===== config.mk =====
export PLATFORM = sky130hd
export DESIGN_NAME = wdog_guarded
export DESIGN_NICKNAME = d
export VERILOG_FILES = /design/src/rtl/wdog_pkg.sv /design/src/rtl/wdog_csr.sv /design/src/rtl/wdog_period.sv /design/src/rtl/wdog_fsm.sv /design/src/rtl/wdog_guarded.sv
export SDC_FILE = /design/constraint.sdc
export NUM_CORES = 1
export LEC_CHECK = 0
export ABC_AREA = 1
export ABC_CLOCK_PERIOD_IN_PS = 3160
export BUFFER_PORTS_ARGS = -buffer_cell sky130_fd_sc_hd__buf_2
export CAP_MARGIN = 25
export CORE_MARGIN = 2
export CORE_UTILIZATION = 45
export DETAILED_ROUTE_END_ITERATION = 6
export PLACE_DENSITY = 0.67
export SYNTH_ARGS = -nofsm -noshare
export SYNTH_HDL_FRONTEND = slang
export SYNTH_SLANG_ARGS = --single-unit

===== constraint.sdc =====
create_clock -name clk -period 3.16 [get_ports clk]
set_input_delay 0.158 -clock clk [delete_from_list [all_inputs] [get_ports clk]]
set_output_delay 0.158 -clock clk [all_outputs]
set_load 0.05 [all_outputs]

===== src/rtl/wdog_pkg.sv =====
`timescale 1ns/1ps
package wdog_pkg;

    // Bit positions in the control/status byte
    localparam int FLAG_POS = 7;
    localparam int IE_POS   = 6;
    localparam int PHI_POS  = 5;   // prescaler bit 3
    localparam int CE_POS   = 4;
    localparam int RE_POS   = 3;

    typedef struct packed {
        logic       flag;
        logic       ie;
        logic       ce;
        logic       re;
        logic [3:0] presc;
    } wd_ctrl_t;

    typedef enum logic [2:0] {
        WD_OFF,
        WD_IRQ,
        WD_RST,
        WD_DUAL,
        WD_DUAL_ARMED,
        WD_BITE
    } wd_state_e;

    function automatic wd_state_e mode_of(input wd_ctrl_t c);
        wd_state_e m;
        unique case ({c.ie, c.re})
            2'b00:   m = WD_OFF;
            2'b10:   m = WD_IRQ;
            2'b01:   m = WD_RST;
            default: m = c.flag ? WD_DUAL_ARMED : WD_DUAL;
        endcase
        return m;
    endfunction

endpackage


===== src/rtl/wdog_csr.sv =====
`timescale 1ns/1ps
module wdog_csr
    import wdog_pkg::*;
#(
    parameter int GUARD_CYCLES = 4
) (
    input  logic       clk,
    input  logic       rst_n,
    input  logic       wr_en,
    input  logic [7:0] wr_data,
    input  logic       wdt_flag_in,
    input  logic       irq_ack,
    input  logic       set_flag,
    output wd_ctrl_t   ctrl_q,
    output wd_ctrl_t   ctrl_d,
    output logic [7:0] rd_data
);

    localparam int GW = (GUARD_CYCLES > 2) ? $clog2(GUARD_CYCLES) : 1;

    logic [GW-1:0] g_cnt_q, g_cnt_d;
    logic [3:0]    wr_presc;
    logic          ack_eff;

    assign wr_presc = {wr_data[PHI_POS], wr_data[2:0]};
    assign ack_eff  = irq_ack & ctrl_q.flag & ctrl_q.ie;

    always_comb begin
        ctrl_d  = ctrl_q;
        g_cnt_d = g_cnt_q;

        // interrupt flag: a timeout sets it; an acknowledge or a written one clears it
        if (set_flag) begin
            ctrl_d.flag = 1'b1;
        end else if (ack_eff || (wr_en && wr_data[FLAG_POS])) begin
            ctrl_d.flag = 1'b0;
        end

        // interrupt enable: free to write; an acknowledge in dual mode drops it
        if (wr_en) begin
            ctrl_d.ie = wr_data[IE_POS];
        end else if (ack_eff && ctrl_q.re) begin
            ctrl_d.ie = 1'b0;
        end

        // reset enable: setting is free, clearing needs the change bit in the same write
        if (wr_en) begin
            ctrl_d.re = wr_data[RE_POS] | (ctrl_q.re & ~wr_data[CE_POS]);
        end
        if (wdt_flag_in) begin
            ctrl_d.re = 1'b1;
        end

        // prescaler: guarded like the reset enable
        if (wr_en && wr_data[CE_POS]) begin
            ctrl_d.presc = wr_presc;
        end

        // change-enable window
        if (wr_en) begin
            ctrl_d.ce = wr_data[CE_POS];
            g_cnt_d   = '0;
        end else if (ctrl_q.ce) begin
            if (g_cnt_q == GW'(GUARD_CYCLES - 1)) begin
                ctrl_d.ce = 1'b0;
                g_cnt_d   = '0;
            end else begin
                g_cnt_d = g_cnt_q + 1'b1;
            end
        end
    end

    always_ff @(posedge clk or negedge rst_n) begin
        if (!rst_n) begin
            ctrl_q  <= '0;
            g_cnt_q <= '0;
        end else begin
            ctrl_q  <= ctrl_d;
            g_cnt_q <= g_cnt_d;
        end
    end

    always_comb begin
        rd_data           = '0;
        rd_data[FLAG_POS] = ctrl_q.flag;
        rd_data[IE_POS]   = ctrl_q.ie;
        rd_data[PHI_POS]  = ctrl_q.presc[3];
        rd_data[CE_POS]   = ctrl_q.ce;
        rd_data[RE_POS]   = ctrl_q.re | wdt_flag_in;
        rd_data[2:0]      = ctrl_q.presc[2:0];
    end

endmodule


===== src/rtl/wdog_period.sv =====
`timescale 1ns/1ps
module wdog_period #(
    parameter int BASE_CYCLES = 16,
    parameter int PRESC_CAP   = 9,
    parameter int CW          = 13
) (
    input  logic       clk,
    input  logic       rst_n,
    input  logic       run,
    input  logic       restart,
    input  logic [3:0] presc,
    output logic       tmo
);

    logic [CW-1:0] cnt_q;
    logic [CW-1:0] lim_m1;
    logic [3:0]    presc_eff;

    assign presc_eff = (presc > 4'(PRESC_CAP)) ? 4'(PRESC_CAP) : presc;
    assign lim_m1    = (CW'(BASE_CYCLES) << presc_eff) - CW'(1);
    assign tmo       = run & ~restart & (cnt_q == lim_m1);

    always_ff @(posedge clk or negedge rst_n) begin
        if (!rst_n) begin
            cnt_q <= '0;
        end else if (!run || restart || tmo) begin
            cnt_q <= '0;
        end else begin
            cnt_q <= cnt_q + 1'b1;
        end
    end

endmodule


===== src/rtl/wdog_fsm.sv =====
`timescale 1ns/1ps
module wdog_fsm
    import wdog_pkg::*;
(
    input  logic     clk,
    input  logic     rst_n,
    input  logic     tmo,
    input  wd_ctrl_t ctrl_q,
    input  wd_ctrl_t ctrl_d,
    output logic     set_flag,
    output logic     irq,
    output logic     sys_rst_req
);

    wd_state_e state_q, state_d;
    logic      bite;

    // state register
    always_ff @(posedge clk or negedge rst_n) begin
        if (!rst_n) begin
            state_q <= WD_OFF;
        end else begin
            state_q <= state_d;
        end
    end

    // timeout action and next state
    always_comb begin
        set_flag = 1'b0;
        bite     = 1'b0;
        unique case (state_q)
            WD_IRQ, WD_DUAL:       set_flag = tmo;
            WD_RST, WD_DUAL_ARMED: bite     = tmo;
            WD_OFF, WD_BITE:       ;
            default:               ;
        endcase
        state_d = bite ? WD_BITE : mode_of(ctrl_d);
    end

    // outputs
    always_comb begin
        sys_rst_req = (state_q == WD_BITE);
        irq         = ctrl_q.flag & ctrl_q.ie;
    end

endmodule


===== src/rtl/wdog_guarded.sv =====
`timescale 1ns/1ps
module wdog_guarded
    import wdog_pkg::*;
#(
    parameter int BASE_CYCLES  = 16,
    parameter int PRESC_CAP    = 9,
    parameter int GUARD_CYCLES = 4
) (
    input  logic       clk,
    input  logic       rst_n,
    input  logic       wr_en,
    input  logic [7:0] wr_data,
    output logic [7:0] rd_data,
    input  logic       kick,
    input  logic       wdt_flag_in,
    input  logic       irq_ack,
    output logic       irq,
    output logic       sys_rst_req
);

    localparam int CW = $clog2(BASE_CYCLES) + PRESC_CAP + 1;

    wd_ctrl_t ctrl_q, ctrl_d;
    logic     set_flag;
    logic     tmo;

    wdog_csr #(
        .GUARD_CYCLES(GUARD_CYCLES)
    ) u_csr (
        .clk        (clk),
        .rst_n      (rst_n),
        .wr_en      (wr_en),
        .wr_data    (wr_data),
        .wdt_flag_in(wdt_flag_in),
        .irq_ack    (irq_ack),
        .set_flag   (set_flag),
        .ctrl_q     (ctrl_q),
        .ctrl_d     (ctrl_d),
        .rd_data    (rd_data)
    );

    wdog_period #(
        .BASE_CYCLES(BASE_CYCLES),
        .PRESC_CAP  (PRESC_CAP),
        .CW         (CW)
    ) u_period (
        .clk    (clk),
        .rst_n  (rst_n),
        .run    (ctrl_q.ie | ctrl_q.re),
        .restart(wr_en | kick),
        .presc  (ctrl_q.presc),
        .tmo    (tmo)
    );

    wdog_fsm u_fsm (
        .clk        (clk),
        .rst_n      (rst_n),
        .tmo        (tmo),
        .ctrl_q     (ctrl_q),
        .ctrl_d     (ctrl_d),
        .set_flag   (set_flag),
        .irq        (irq),
        .sys_rst_req(sys_rst_req)
    );

endmodule


# Word level (Yosys, flattened, before mapping)
# Cells that the tools add are included.
dict set report totals {
  register_bits 27
  latchBits 0
  mem_bits_rw 0
  rom_bits 0
  input_bits 14
  output_inout_bits 10
  wordCells 64
  mem_count 0
}
dict set report op_classes {
  add_sub_neg 3
  multipliers 0
  div_mod_pow 0
  order_cmp 1
  n_eq_ne 9
  shift 1
  mux 19
  bitwise_logic 12
  reduce_logical 11
}
# cell count
set ops {}
lappend ops {{$add 14x1->14 const B} 1}
lappend ops {{$eq 14x14->1} 1}
lappend ops {{$mux 14} 1}
lappend ops {{$shl 5x4->14 const A} 1}
lappend ops {{$sub 14x2->14 const B} 1}
lappend ops {{$mux 1} 11}
lappend ops {{$pmux 3 s3} 1}
lappend ops {{$and 1x1->1} 6}
lappend ops {{$eq 3x2->1 const B} 2}
lappend ops {{$eq 3x3->1 const B} 2}
lappend ops {{$mux 2} 3}
lappend ops {{$mux 3} 2}
lappend ops {{$eq 2x2->1 const B} 2}
lappend ops {{$gt 4x4->1 const B} 1}
lappend ops {{$mux 4} 1}
lappend ops {{$or 1x1->1} 4}
lappend ops {{$reduce_or 2->1} 2}
lappend ops {{$eq 3x1->1 const B} 1}
lappend ops {{$logic_and 1x1->1} 3}
lappend ops {{$logic_or 1x1->1} 3}
lappend ops {{$add 2x1->2 const B} 1}
lappend ops {{$eq 2x1->1 const B} 1}
lappend ops {{$logic_not 2->1} 1}
lappend ops {{$not 1->1} 2}
lappend ops {{other kinds (2)} 2}

# Longest topological paths before layout
# Gate-level depths: netlist of run 1.
dict set report depth {
  word_depth 11
  depth_mapped 15
  ltp_nobuf 15
}

# By module
# From an unflattened synthesis of run 1, not the netlist that was laid out.
dict set report unflattened {
  cells_unflattened 235
  area_unflattened_um2 1700.4
}
# mod n_inst cells_each area_per_inst_um2 seq_area_each_um2
set by_module_without_submodules {}
lappend by_module_without_submodules {wdog_period 1 147 996.0 350.3}
lappend by_module_without_submodules {wdog_csr 1 58 503.0 250.2}
lappend by_module_without_submodules {wdog_fsm 1 24 178.9 75.1}
lappend by_module_without_submodules {wdog_guarded 1 6 22.5 0.0}

# Worst setup path before layout of run 1
# Ideal clock, no wire load.
dict set report synth_path {
  path_kind {register to register}
  from {register, netlist name u_csr.ctrl_q[3]}
  to {register u_period.cnt_q[10]}
  setup_ps 128
  arrival_ps 1846
  required_time_ps 3032
  path_slack_ps 1186
  path_stages_with_launch 16
  path_buffers 1
  synth_period_minus_slack_ps 1974
  path_cell_list {dfrtp_1 > nor2_2 > nand2_1 > ha_1 > inv_1 > nand2_1 > nand2_1 > nor2_1 > nand2_1 > nor2_1 > nand2_1 > nor2_1 > nand2_1 > nand2_2 > buf_6 > nor3b_2}
}
dict set report synth_via {
  elab_chain_cells 8
}
# item line_no
set synth_rtl {}
lappend synth_rtl {{$gt 4x4->1} wdog_period.sv:19} ;# assign presc_eff = (presc > 4'(PRESC_CAP)) ? 4'(PRESC_CAP) : presc;
lappend synth_rtl {{$mux 4 (*)} wdog_period.sv:19}
lappend synth_rtl {{$shl 5x4->14 (*)} wdog_period.sv:20} ;# assign lim_m1 = (CW'(BASE_CYCLES) << presc_eff) - CW'(1);
lappend synth_rtl {{$sub 14x2->14 (*)} wdog_period.sv:20}
lappend synth_rtl {{$eq 14x14->1 (*)} wdog_period.sv:21} ;# assign tmo = run & ~restart & (cnt_q == lim_m1);
lappend synth_rtl {{$and 1x1->1 (*)} wdog_period.sv:21}
lappend synth_rtl {{$logic_or 1x1->1 (*)} wdog_period.sv:26} ;# end else if (!run || restart || tmo) begin
lappend synth_rtl {{$mux 14 (*)} wdog_period.sv:26}
lappend synth_rtl {{end signal, assigned} wdog_period.sv:29} ;# cnt_q <= cnt_q + 1'b1;
lappend synth_rtl {{end, declared} wdog_period.sv:15} ;# logic [CW-1:0] cnt_q;
# Every way passes the cells marked *; elsewhere a longest branch is shown, timed or not.
# A chain may end at the register's enable or synchronous reset.

# Final worst setup path of run 1
dict set report layout_path {
  from {register, netlist name u_csr.ctrl_q[3]}
  to {register u_period.cnt_q[12]}
}
dict set report layout_via {
  elab_chain_cells 8
}
# item line_no
set layout_rtl {}
lappend layout_rtl {{$gt 4x4->1} wdog_period.sv:19}
lappend layout_rtl {{$mux 4 (*)} wdog_period.sv:19}
lappend layout_rtl {{$shl 5x4->14 (*)} wdog_period.sv:20}
lappend layout_rtl {{$sub 14x2->14 (*)} wdog_period.sv:20}
lappend layout_rtl {{$eq 14x14->1 (*)} wdog_period.sv:21}
lappend layout_rtl {{$and 1x1->1 (*)} wdog_period.sv:21}
lappend layout_rtl {{$logic_or 1x1->1 (*)} wdog_period.sv:26}
lappend layout_rtl {{$mux 14 (*)} wdog_period.sv:26}
# Marks and branches as above.

==> flow_summary.yaml, run 1 <==
status:
  status: "complete, no violations"
cells_and_area:
  area_growth_pct: 9.70
  final_area_um2: 1840
  nets: 273
  final.fill_count: 368
  drive_gt1_share_pct: 14.9
  antenna_cells: 0
  final_util_pct: 50.6
yosys:
  syn-num-nets: 253
  yosys-top-cells-count: "62 x nand2_1, 38 x nor2_1, 30 x inv_1"
  synth-async-reset-ratio_pct: 100
  synth_edf_count: 0
  synth_ff_type: "dfrtp_1"
  synth_cells: 236
  synth-seq-area-share_pct: 40.3
  synth_area_um2: 1680
  synth_top_area_share_pct: 40.3
  yosys_warnings: 0
  yosysMostFrequentCell: "nand2_1"
  yosys.area.top_type: "dfrtp_1"
  yosys-top-cells-area: "dfrtp_1 40%, nand2_1 14%, nor2_1 8.5%, inv_1 6.7%, nand3_1 6.0%"
  synth-seq-cells: 27
  syn_avg_cell_area_um2: 7.10
  synth_cell_types: 27
grt:
  grt_first_pass_wirelength_um: 5850
  grtUsageTotal_pct: 17.8
  grt_max_degree: 28
  grt_overflow: 0
  grt_pass1_vias: 1356
  antenna_found_initial: 0
hold_path:
  hp-class: "input pin to flip-flop"
timing:
  timing.final.crit_share_pct: 70.4
  tightestPinTransition_ps: 611
  setup_tns_ps: 0
  finalSetupViolCount: 0
  max_freq_ghz: 0.450
  rsz0062_at_grt: "false"
  slew_headroom_pct: 59.3
  report.final.slew_viol_count: 0
  clock_skew_ps: 1.97
  worst_slack_ps: 936
  period_needed_ps: 2220
  hold_viol: 0
clock_tree:
  cts_tree: "done"
  numCtsBuffers: 3
  clockBufferDepth: 2
  clkLatencyLatePin_ps: 280
  cts.clk_slew.worst_paths_ps: 90
  cts_resized: 0
  htreeDepth: 1
  clkSinkCount: 27
  root_buffer: "clkbuf_8"
routing:
  wirelength_um: 3380
  dr.max_layer_used: "met4"
  first_iter_violations: 111
  postRouteAntennaNets: 0
  via_per_inst: 4.76
  drc: 0
  wl_met1_um: 1760
  avgRoutedWirePerCell_um: 11.2
  vias: 1441
  wl_met3_um: 134
  met2_length_um: 1430
  dr.pass1.iters: 4
placed_design:
  portBuffers: 23
  routabilityCongestion: 0.840
  placed_area_um2: 1780
  dp_hpwl_um: 2620
  dp_slack_ps: 923
critical_path:
  r2r_cells: 14
  crit-reg2reg-capture: "u_period.cnt_q[12]$_DFF_PN0_"
  reg2reg_from: "u_csr.ctrl_q[3]$_DFFE_PN0P_"
  arrival_ps: 2380
  cp_data_required_time_ps: 3320
  path_cells: "nor2_2 > nand2_1 > ha_1 > inv_1 > nand2_1 > nand2_1 > nor2_1 > nand2_1 > nor2_1 > nand2_1 > nor2_1 > nand2_1 > nand2_2 > nor3_1"
  start_kind: "flip-flop"
  cp-endpoint: "u_period.cnt_q[12]$_DFF_PN0_"
  critPathMaxStageDelay_ps: 450
  path_common_cell: "nand2_1"
  end_kind: "flip-flop"
  slowest_stage: "dfrtp_1"
  crit_fanout: 14
  critPathLaunch: "u_csr.ctrl_q[3]$_DFFE_PN0P_"
  reg2reg_slack_ps: 940
  criticalPathCategory: "flip-flop to flip-flop"
floorplan:
  core_um2: 3630
  die_w_um: 65.0
  die_y_um: 65.0
  initial_utilization_pct: 46.1
  io_pins: 24
  die-area_um2: 4230
  rows: 22
pwr:
  p_int_mw: 0.492
  p_comb_share_pct: 20.2
  seq_power_share_pct: 52.3
  power_mw: 0.720
  power_density_nw_per_um2: 392
  p_clk_share_pct: 27.5
  peakVddDrop_mv: 0.178
  switching_power_mw: 0.229
  switching_share_pct: 31.7
  cellLeakagePower_nw: 0.910
flow_run:
  maxCapViolations: 0
## state kept, by name (all words and copies together), names as in the netlist
signal,count
u_csr.ctrl_q,8
u_fsm.state_q,3
u_period.cnt_q,14
u_csr.g_cnt_q,2
## timing repair
item / CTS / global route
hold buffers: 1 / 0
buffers inserted: 0 / 0
hold endpoints to repair: 27 / 0
## worst min-delay path by stage
stage,startpoint,end,slack [ps],cells after the start
global placement,rst_n,u_csr.ctrl_q[1]$_DFFE_PN0P_,210,1
detailed placement,rst_n,u_csr.ctrl_q[1]$_DFFE_PN0P_,210,1
CTS,wr_data[0],u_csr.ctrl_q[0]$_DFFE_PN0P_,130,3
global route,wdt_flag_in,u_csr.ctrl_q[4]$_DFF_PN0_,140,3
floorplan,rst_n,u_csr.ctrl_q[0]$_DFFE_PN0P_,-140,0
finish,wr_data[2],u_csr.ctrl_q[2]$_DFFE_PN0P_,130,3
## cell type report
| cell class | count | area, um2 | share of cell area, % |
|---|---|---|---|
| sequential | 27 | 676 | 36.7 |
| multi-input combinational | 168 | 813 | 44.2 |
| timing repair buffer | 24 | 125 | 6.80 |
| tap | 48 | 60.1 | 3.27 |
| inverter | 32 | 120 | 6.53 |
| clock buffer | 4 | 45.0 | 2.45 |
## kinds of logic (layout without fill, tap and decap cells)
family,after synthesis,in the layout,share of synthesized area (%)
xor+xnor,5,5,2.61
compound gates,14,14,4.55
fa+ha+maj,3,3,2.24
simple gates,146,146,39.1
flops,27,27,40.3
buf+inv,41,60,11.2
## power by group through the flow
| stage | clock network [mW] | logic (mW) | registers, mW |
|---|---|---|---|
| final | 0.198 | 0.146 | 0.377 |
| after global routing | 0.222 | 0.165 | 0.380 |
| after CTS | 0.207 | 0.147 | 0.377 |
| after detailed placement | 0 | 0.145 | 0.384 |
| after global placement | 0 | 0.146 | 0.384 |
| after floorplan | 0 | 0.119 | 0.381 |
## cells in the final DEF (no fill, tap or decap), types with 2 or more instances in the layout
| master | netlist | final |
|---|---|---|
| nand4_1 | 6 | 6 |
| or2_2 | 2 | 2 |
| nor2_1 | 38 | 38 |
| buf_2 | 0 | 23 |
| ha_1 | 3 | 3 |
| nor3b_1 | 3 | 3 |
| a21oi_1 | 9 | 9 |
| xnor2_1 | 2 | 2 |
| nor2_2 | 3 | 3 |
| inv_1 | 30 | 30 |
| inv_2 | 2 | 2 |
| nor3_1 | 4 | 4 |
| clkbuf_8 | 0 | 3 |
| o21ai_0 | 3 | 3 |
| nand3_1 | 20 | 20 |
| xor2_1 | 3 | 3 |
| nor3_2 | 3 | 3 |
| dfrtp_1 | 27 | 27 |
| nand2_1 | 62 | 62 |
## metrics by stage
step | instances | hold slack [ps]
floorplan | 236 | -138
global placement | 298 | 212
detailed placement | 298 | 215
CTS | 303 | 125
global route | 303 | 141
finish | 303 | 129
## metal layers
metal	vias up	GRT usage, %
met3	5	2.60
met1	628	24.6
met2	26	28.6
li1	782	-
met4	0	6.25
met5	-	0
## critical path: cells and delay by family (launching register included)
family                   cells  cell delay [ps]
AND/OR/NAND/NOR             12             1290
flip-flops                   1              450
adder cells (fa/ha/maj)      1              300
buffers and inverters        1               40
Note: power is estimated with default switching activity, not from simulation.
==> run 2, diff against run 1 <==
Settings changed: ABC_CLOCK_PERIOD_IN_PS 3160 to 2200.
Clock period 3.16 ns to 2.2 ns, I/O delays scaled along.
==> run 2 against run 1 <==
Against the previous run:
- routed wire length increased by 8.3%
- worst setup slack got worse by 770 ps
- sequential share of layout area decreased by 1.5 points
- utilization increased by 2.5 points
- die area unchanged
- sequential power increased by 45%
- clock skew increased by 4.6 ps
- critical path depth unchanged
- count of clock-buffer cells in the layout unchanged
- fmax increased by 9.5%
- largest cell class unchanged
- largest power group unchanged
==> flow_summary.yaml, run 2 (same netlist as run 1, synthesis figures left out) <==
status:
  status: "complete, no violations"
grt:
  grt_pass1_vias: 1427
  grt_max_degree: 28
  grt_first_pass_wirelength_um: 6010
  grtUsageTotal_pct: 18.4
  grt_overflow: 0
  antenna_found_initial: 0
clock_tree:
  clkLatencyLatePin_ps: 280
  root_buffer: "clkbuf_8"
  numCtsBuffers: 3
  clkSinkCount: 27
  clockBufferDepth: 2
  htreeDepth: 1
  cts_tree: "done"
  cts.clk_slew.worst_paths_ps: 90
cells_and_area:
  largest_registers: "u_period.cnt_q (14), u_csr.ctrl_q (8), u_fsm.state_q (3)"
  final_util_pct: 53.1
  final_common_cell: "nand2_1"
  final_cell_mix: "60 x nand2_1, 35 x nor2_1, 30 x inv_1, 24 x dfrtp_1, 23 x buf_2"
  antenna_cells: 0
  final.fill_count: 357
  top_register: "u_period.cnt_q"
  drive_gt1_share_pct: 20.2
  nets: 280
  area_growth_pct: 15.1
  largest_reg_flops: 14
floorplan:
  die_w_um: 65.0
  io_pins: 24
  initial_utilization_pct: 46.1
  die_y_um: 65.0
  core_um2: 3630
  die-area_um2: 4230
  rows: 22
routing:
  vias: 1504
  wirelength_um: 3660
  first_iter_violations: 92
  avgRoutedWirePerCell_um: 11.8
  dr.pass1.iters: 4
  drc: 0
  via_per_inst: 4.85
  postRouteAntennaNets: 0
timing:
  tightestPinTransition_ps: 1000
  period_needed_ps: 2030
  clock_skew_ps: 6.55
  report.final.slew_viol_count: 0
  hold_viol: 0
  slew_headroom_pct: 32.7
  timing.final.crit_share_pct: 92.3
  max_freq_ghz: 0.493
  worst_slack_ps: 170
  setup_tns_ps: 0
  finalSetupViolCount: 0
placed_design:
  dp_slack_ps: 63.0
  dp_hpwl_um: 2640
  routabilityCongestion: 0.841
  portBuffers: 23
hold_path:
  hp-class: "input pin to flip-flop"
  min_to: "u_csr.ctrl_q[0]$_DFFE_PN0P_"
  hp-start: "wr_data[0]"
  min_path_cells: 3
critical_path:
  arrival_ps: 2190
  crit-reg2reg-capture: "u_fsm.state_q[1]$_DFF_PN0_"
  criticalPathCategory: "flip-flop to flip-flop"
  r2r_cells: 14
  reg2reg_slack_ps: 170
  cp_data_required_time_ps: 2360
  reg2reg_from: "u_csr.ctrl_q[1]$_DFFE_PN0P_"
  end_kind: "flip-flop"
  crit_fanout: 6
  start_kind: "flip-flop"
pwr:
  cellLeakagePower_nw: 0.942
  peakVddDrop_mv: 0.240
  power_mw: 1.07
  power_density_nw_per_um2: 553
flow_run:
  maxCapViolations: 0
## run 2: changes by cell type in the layout (fill, tap and decap cells not counted), moves of 3 or more
cell	previous run	this run
dfrtp_2	0	3
dfrtp_1	27	24
nor2_1	38	35
buf_4	0	6
## run 2: what timing repair did
item / 4_1_cts / 5_1_grt
hold buffers: 1 / 0
hold endpoints to repair: 27 / 0
endpoints found under the setup margin: 0 / 17
resized for setup: 0 / 13
buffers inserted: 0 / 3
## run 2: final cells by class
class	count	area [um2]	area share (%)
multi-input cells	169	852	44.2
flip-flops and latches	27	679	35.2
repair buffers	30	170	8.82
inverters	32	123	6.36
well taps	48	60.1	3.11
clock buffers	4	45.0	2.33
## run 2: critical path, stage by stage (launching register included)
cell and delay (ps):
dfrtp_2 470, inv_4 90, nand4_1 100, ha_1 300, inv_1 40, nand2_1 70
nand2_1 50, nor2_1 80, nand2_1 50, nor2_1 80, nand2_1 90, nor2_4 120
nand4_1 150, nand2_2 150, a21oi_1 70
## run 2: through the flow
step                instance area, um2  cells  hold slack [ps]
floorplan                         1680    236             -186
global placement                  1810    301              169
detailed placement                1810    301              165
CTS                               1860    306             78.1
global route                      1930    310             99.5
finish                            1930    310             76.4
## run 2: power breakdown
part	internal [mW]	total, mW	leakage (nW)	switching (mW)
combinational	0.0749	0.236	0.573	0.161
sequential	0.519	0.545	0.346	0.0259
clock	0.130	0.286	0.0228	0.156
## run 2: how the worst max path moves through the flow
stage,startpoint,endpoint,slack [ps],cells past startpoint
5_1_grt,u_csr.ctrl_q[1]$_DFFE_PN0P_,u_fsm.state_q[1]$_DFF_PN0_,-10,14
6_report,u_csr.ctrl_q[1]$_DFFE_PN0P_,u_fsm.state_q[1]$_DFF_PN0_,170,14
3_5_place_dp,u_csr.ctrl_q[3]$_DFFE_PN0P_,u_period.cnt_q[12]$_DFF_PN0_,60,14
2_1_floorplan,u_csr.ctrl_q[3]$_DFFE_PN0P_,u_period.cnt_q[10]$_DFF_PN0_,230,15
3_3_place_gp,u_csr.ctrl_q[1]$_DFFE_PN0P_,u_period.cnt_q[12]$_DFF_PN0_,120,14
4_1_cts,u_csr.ctrl_q[1]$_DFFE_PN0P_,u_period.cnt_q[12]$_DFF_PN0_,40,14
## run 2: layer usage
layer  vias to the layer above  routed length, um  GRT usage, %
li1                        792                  -             -
met4                         0                 92          8.07
met3                         9                131          2.60
met2                        31               1630          29.3
met5                         -                  0             0
met1                       672               1810          24.9
